[src/rtl/fault_lockout_ctrl.sv]
module fault_lockout_ctrl #(
  parameter int NCH  = 2,
  parameter int FILT = 3
) (
  input  logic           clk,
  input  logic           rst_n,
  input  logic           en_i,
  input  logic           dis_i,
  input  logic           sf_mode_i,
  input  logic [NCH-1:0] ch_en_i,
  input  logic           oc_i,
  input  logic           ot_i,
  input  logic           vcc_uv_i,
  input  logic           vcc_ov_i,
  input  logic           gnd_loss_i,
  input  logic           vs_uv_i,
  input  logic           cp_uv_i,
  output logic [NCH-1:0] out_en_o,
  output logic           sf_pull_o,
  output logic           lock_set_o
);
  localparam int NF = 7;
  localparam int CW = (FILT > 1) ? $clog2(FILT) : 1;

  typedef enum logic {RUN, LOCK} st_t;

  logic [NF-1:0] raw, flt;
  assign raw = {cp_uv_i, vs_uv_i, gnd_loss_i, vcc_ov_i, vcc_uv_i, ot_i, oc_i};

  for (genvar i = 0; i < NF; i++) begin : g_filt
    logic          f_q;
    logic [CW-1:0] cnt;
    always_ff @(posedge clk or negedge rst_n) begin
      if (!rst_n) begin
        f_q <= 1'b0;
        cnt <= '0;
      end else if (raw[i] != f_q) begin
        if (cnt == CW'(FILT - 1)) begin
          f_q <= raw[i];
          cnt <= '0;
        end else begin
          cnt <= cnt + 1'b1;
        end
      end else begin
        cnt <= '0;
      end
    end
    assign flt[i] = f_q;
  end

  logic [1:0] en_sy, dis_sy;
  logic       en_d, dis_d;
  always_ff @(posedge clk or negedge rst_n) begin
    if (!rst_n) begin
      en_sy  <= '0;
      dis_sy <= '0;
      en_d   <= 1'b0;
      dis_d  <= 1'b0;
    end else begin
      en_sy  <= {en_sy[0], en_i};
      dis_sy <= {dis_sy[0], dis_i};
      en_d   <= en_sy[1];
      dis_d  <= dis_sy[1];
    end
  end

  logic en_s, dis_s, lat_f, uv_f, pin_ok, recover;
  assign en_s    = en_sy[1];
  assign dis_s   = dis_sy[1];
  assign lat_f   = |flt[4:0];
  assign uv_f    = |flt[6:5];
  assign pin_ok  = en_s & (sf_mode_i | ~dis_s);
  assign recover = (en_s & ~en_d & (sf_mode_i | ~dis_s))
                 | (~sf_mode_i & en_s & dis_d & ~dis_s);

  st_t st;
  always_ff @(posedge clk or negedge rst_n) begin
    if (!rst_n) begin
      st         <= RUN;
      lock_set_o <= 1'b0;
    end else begin
      lock_set_o <= (st == RUN) & lat_f;
      if (st == RUN && lat_f)
        st <= LOCK;
      else if (st == LOCK && recover && !lat_f)
        st <= RUN;
    end
  end

  assign out_en_o  = (st == RUN && !lat_f && !uv_f && pin_ok) ? ch_en_i : '0;
  assign sf_pull_o = sf_mode_i & (~en_s | (st == LOCK) | lat_f | uv_f);
endmodule

[config.mk]
export PLATFORM = sky130hd
export DESIGN_NAME = fault_lockout_ctrl
export DESIGN_NICKNAME = d
export VERILOG_FILES = /design/src/rtl/fault_lockout_ctrl.sv
export SDC_FILE = /design/constraint.sdc
export NUM_CORES = 1
export LEC_CHECK = 0
export BUFFER_PORTS_ARGS = -buffer_cell sky130_fd_sc_hd__buf_2
export CAP_MARGIN = 30
export CORE_UTILIZATION = 57
export CTS_CLUSTER_SIZE = 8
export DETAILED_ROUTE_END_ITERATION = 16
export GPL_TIMING_DRIVEN = 1
export PLACE_DENSITY_LB_ADDON = 0.08
export SETUP_SLACK_MARGIN = 0.1
export SYNTH_ARGS = -nofsm -noshare
export SYNTH_HDL_FRONTEND = slang
export SYNTH_SLANG_ARGS = --single-unit
[constraint.sdc]
create_clock -name clk -period 2.4 [get_ports clk]
set_input_delay 0.24 -clock clk [delete_from_list [all_inputs] [get_ports clk]]
set_output_delay 0.24 -clock clk [all_outputs]
set_load 0.02 [all_outputs]
* Word-level counts from Yosys, hierarchy flattened *
Index checks and enable logic that the tools add are counted.
W data, S select, Z words.

storage, ports and cells
  word-level logic and storage cells = 94
  bits of input ports = 14
  bits in registers = 29

operators by class
  bitwise logic cells = 18
  add/subtract/negate cells = 7
  equality and inequality tests = 14
  reductions and logical operators = 18
  mux-type cells = 17

operators with widths
  operator               number
  $mux W2                15
  $add A2 B1 Y2 const B  7
  $eq A2 B2 Y1 const B   7
  $reduce_and A2 Y1      7
  $and A1 B1 Y1          8
  $ne A1 B1 Y1           7
  $logic_and A1 B1 Y1    6
  $not A1 Y1             5
  $or A1 B1 Y1           5
  $reduce_or A5 Y1       1
  $logic_not A1 Y1       2
  $mux W1                2
  $reduce_bool A2 Y1     1
  $reduce_or A2 Y1       1

* Logic depth before layout (Yosys ltp) *
  depth in word-level cells = 9
  depth in mapped cells = 3
  gate-level depth less buffers = 3

* Least setup slack after synthesis *
Ideal clock, no wire load.

  path type = register to output
  start point = reg g_filt[3].f_q
  end point = out out_en_o[0]
  data arrival time = 1305 ps
  slack = 855 ps
  stages on the path, launching flop included = 4
  buffers on the path = 0
  cell sequence = dfrtp_1 nor4_1 nand2_1 nor3_1

on the way
  cells in the longest elaborated chain, start to end = 6

RTL lines
  element                            line  source
  from (decl)                        31    logic f_q;
  from (signal assigned)             39    f_q <= raw[i];
  $reduce_or A5 Y1                   70    assign lat_f = |flt[4:0];
  $logic_not A1 Y1                   90    assign out_en_o = (st == RUN && !lat_f && !uv_f && pin_ok) ? ch_en_i : '0;
  $logic_and A1 B1 Y1 (3 in series)  90
  $mux W2                            90
  to (decl)                          18    output logic [NCH-1:0] out_en_o,

No other way between the ends.

* Worst setup path in the final report *
Ends and elaborated chain as after synthesis.

==> out/summary.txt <==
Max stage delay on crit path = 0.42 ns
Top cell type's share of synthesized area = 66.4%
Syn Nets = 96
Die footprint = 2100 um2
Non-Filler Instances = 134
Final setup vio count = 0
Tmin final = 1.84 ns
Final Max Tran Viols = 0
Setup_tns = 0 ns
Fmax = 543 MHz
DP HPWL = 1.10 mm
Fin crit share = 76.8%
DR vias/cell = 5.09
Area leader, netlist = dfrtp_1
CTS Buf Count = 5
CTS sink count = 29
CP required = 2.16 ns
CP Class = reg2out
R2r startpoint = g_filt[2].f_q$_DFFE_PN0P_
Gr usage total = 19.2%
First-pass GRT wire length = 2.54 mm
Status = complete, no violations
Clock latency on the worst-skew pair = 0.33 ns
Clk_skew = 0.00998 ns
H-tree levels = 2
NumNets Final = 122
Type of the worst min-delay path = in2reg
Routed via count = 682
Max-cap check violation count = 0
Min-delay src = en_i
Unrepaired setup endpoints after global routing = no
Slew margin rel. = 59.4%
Antenna-violating nets left = 0
# IOs = 18
Die width = 45.8 um
Seq cells post-synth = 29
Clk Tree Root Cell = clkbuf_4
Final Hold Fails = 0
Initial Util = 62.0%
Placed cells = 124
DRC violations left = 0
Synth area leaders = dfrtp_1, xnor2_1, mux2_1
Post-CTS Setup Bufs = 0
CTS Buffer Depth = 2
# rows = 15
Detailed Route WL = 1.59 mm
Initial antenna violation count = 0
Slowest stage cell, crit path = dfrtp_1
P_leak = 0.614 nW
Dpl ws = 0.946 ns
Worst VDD drop = 0.663 mV
Die Ht = 45.8 um
Avg Inst Size Synth = 13.3 um2
Antenna Cells = 0
Filler Cells Inserted = 134
Hold slack = 0.0162 ns
Share of cells above drive strength 1 = 25.7%
IO Port Bufs = 17
Syn Std Cell Area = 1090 um2
Crit start category = flop
Largest net degree at the start of global routing = 30
Register area share after synthesis = 66.4%
CTS clk-pin slew, worst paths = 0.09 ns
Count of cell types in the netlist = 18
Crit path from = g_filt[3].f_q$_DFFE_PN0P_
Yosys warns = 0
Grt total ovfl = 0
CTS tree = done
Post-CTS resize count = 0
1st-iter DRT viols = 0
CP endpoint kind = primary output
Routed len/inst = 11.9 um
Core area = 1760 um2
Final RePlAce weighted congestion = 0.681
Synthesis-to-layout area growth = 20.6%
Pwr Density = 1140 nW/um2
Arrival @ worst endpoint = 1.60 ns
Crit path max fanout = 4
Post-Syn Instances = 82
Vias in the first global route = 638
Final WS setup = 0.557 ns
DR pass1 iterations = 1
Cells along the critical path = nor4_1, nand2_1, nor3_1, buf_2
Worst-Margin Slew = 0.610 ns
layer usage:
metal | part of all wire [%] | wire [um] | GRT usage [%] | vias to the layer above
met5 | 0 | 0 | 0 | -
met4 | 3.9 | 62 | 15.9 | 0
met3 | 5.3 | 84 | 7.14 | 8
met2 | 47 | 749 | 30.3 | 18
met1 | 44 | 695 | 20.2 | 320
li1 | - | - | - | 336
critical path: cells and delay by family, from the launching register on:
family	cells	cell delay, ns
buf+inv	1	0.19
flops	1	0.42
simple gates	3	0.66
where the power goes:
part	internal [mW]	total [mW]	switching, mW
logic	0.181	0.304	0.122
registers	0.656	0.789	0.133
clock network	0.247	0.416	0.169
worst paths after layout:
path	end	slack, ns	cells past startpoint
max	out_en_o[0]	0.56	4
min	en_sy[0]$_DFF_PN0_	0.02	1
max reg2reg	st$_DFFE_PN0P_	1.14	3
min reg2reg	dis_sy[1]$_DFF_PN0_	0.36	0
max in group asynchronous	g_filt[5].cnt[0]$_DFF_PN0_	1.53	2
min in group asynchronous	g_filt[4].cnt[0]$_DFF_PN0_	0.47	2
sequential cells by signal (all words and copies together), names as in the netlist:
name	flops
g_filt.f_q	7
lock_set_o	1
g_filt.cnt	14
en_d	1
en_sy	2
dis_sy	2
dis_d	1
st	1
cells by family (layout without fill, tap and decap cells):
kind of cell	count (synthesis)	in the layout	share of synthesized area [%]
simple gates	30	30	16.6
flops	29	29	66.4
xor+xnor	7	7	5.61
mux	7	7	7.21
buf+inv	5	32	1.72
compound gates	4	4	2.52
placed cells by master, fill, tap and decap left out:
| master | count |
|---|---|
| mux2_1 | 5 |
| clkbuf_8 | 1 |
| dlygate4sd3_1 | 2 |
| or4_1 | 1 |
| nor2b_1 | 5 |
| nor2_2 | 1 |
| bufinv_16 | 1 |
| a21o_1 | 1 |
| nand2_1 | 1 |
| dfrtp_1 | 29 |
| xnor2_1 | 7 |
| a221oi_1 | 1 |
| buf_2 | 17 |
| clkbuf_4 | 5 |
| o21ai_1 | 1 |
| clkinvlp_4 | 1 |
| a31oi_1 | 1 |
| nor2_1 | 1 |
| nor3_1 | 9 |
| nand2b_1 | 3 |
| nor3b_1 | 7 |
| nor4_1 | 2 |
| mux2_2 | 2 |
| inv_1 | 5 |
layout make-up:
cell class | instances | area (um2) | share of cell area [%]
clock buffers | 6 | 51.3 | 3.89
clock inverters | 2 | 37.5 | 2.85
inverters | 5 | 18.8 | 1.42
multi-input cells | 48 | 349 | 26.5
flip-flops and latches | 29 | 726 | 55.0
well taps | 25 | 31.3 | 2.37
repair buffers | 19 | 105 | 7.97
repair_timing:
| action | in CTS | in global routing |
|---|---|---|
| endpoints found under the hold margin | 29 | 1 |
| hold buffers | 1 | 1 |
| endpoints found under the setup margin | 0 | 0 |
cells in the mapped netlist, drive strengths merged:
cell type / n
a21o: 1
xnor2: 7
nor2: 2
o21ai: 1
or4: 1
mux2: 7
nand2: 1
dfrtp: 29
nor4: 2
nor3b: 7
a221oi: 1
nand2b: 3
a31oi: 1
inv: 5
nor2b: 5
nor3: 9
through the flow:
stage          total power [mW]  instance area (um2)  util, %
6_report                   1.51                 1320     74.8
3_5_place_dp               1.11                 1210     68.6
3_3_place_gp               1.08                 1210     68.6
2_1_floorplan              1.01                 1090        -
4_1_cts                    1.53                 1310     74.2
5_1_grt                    1.60                 1320     74.8
Note: power is estimated with default switching activity, not from simulation.
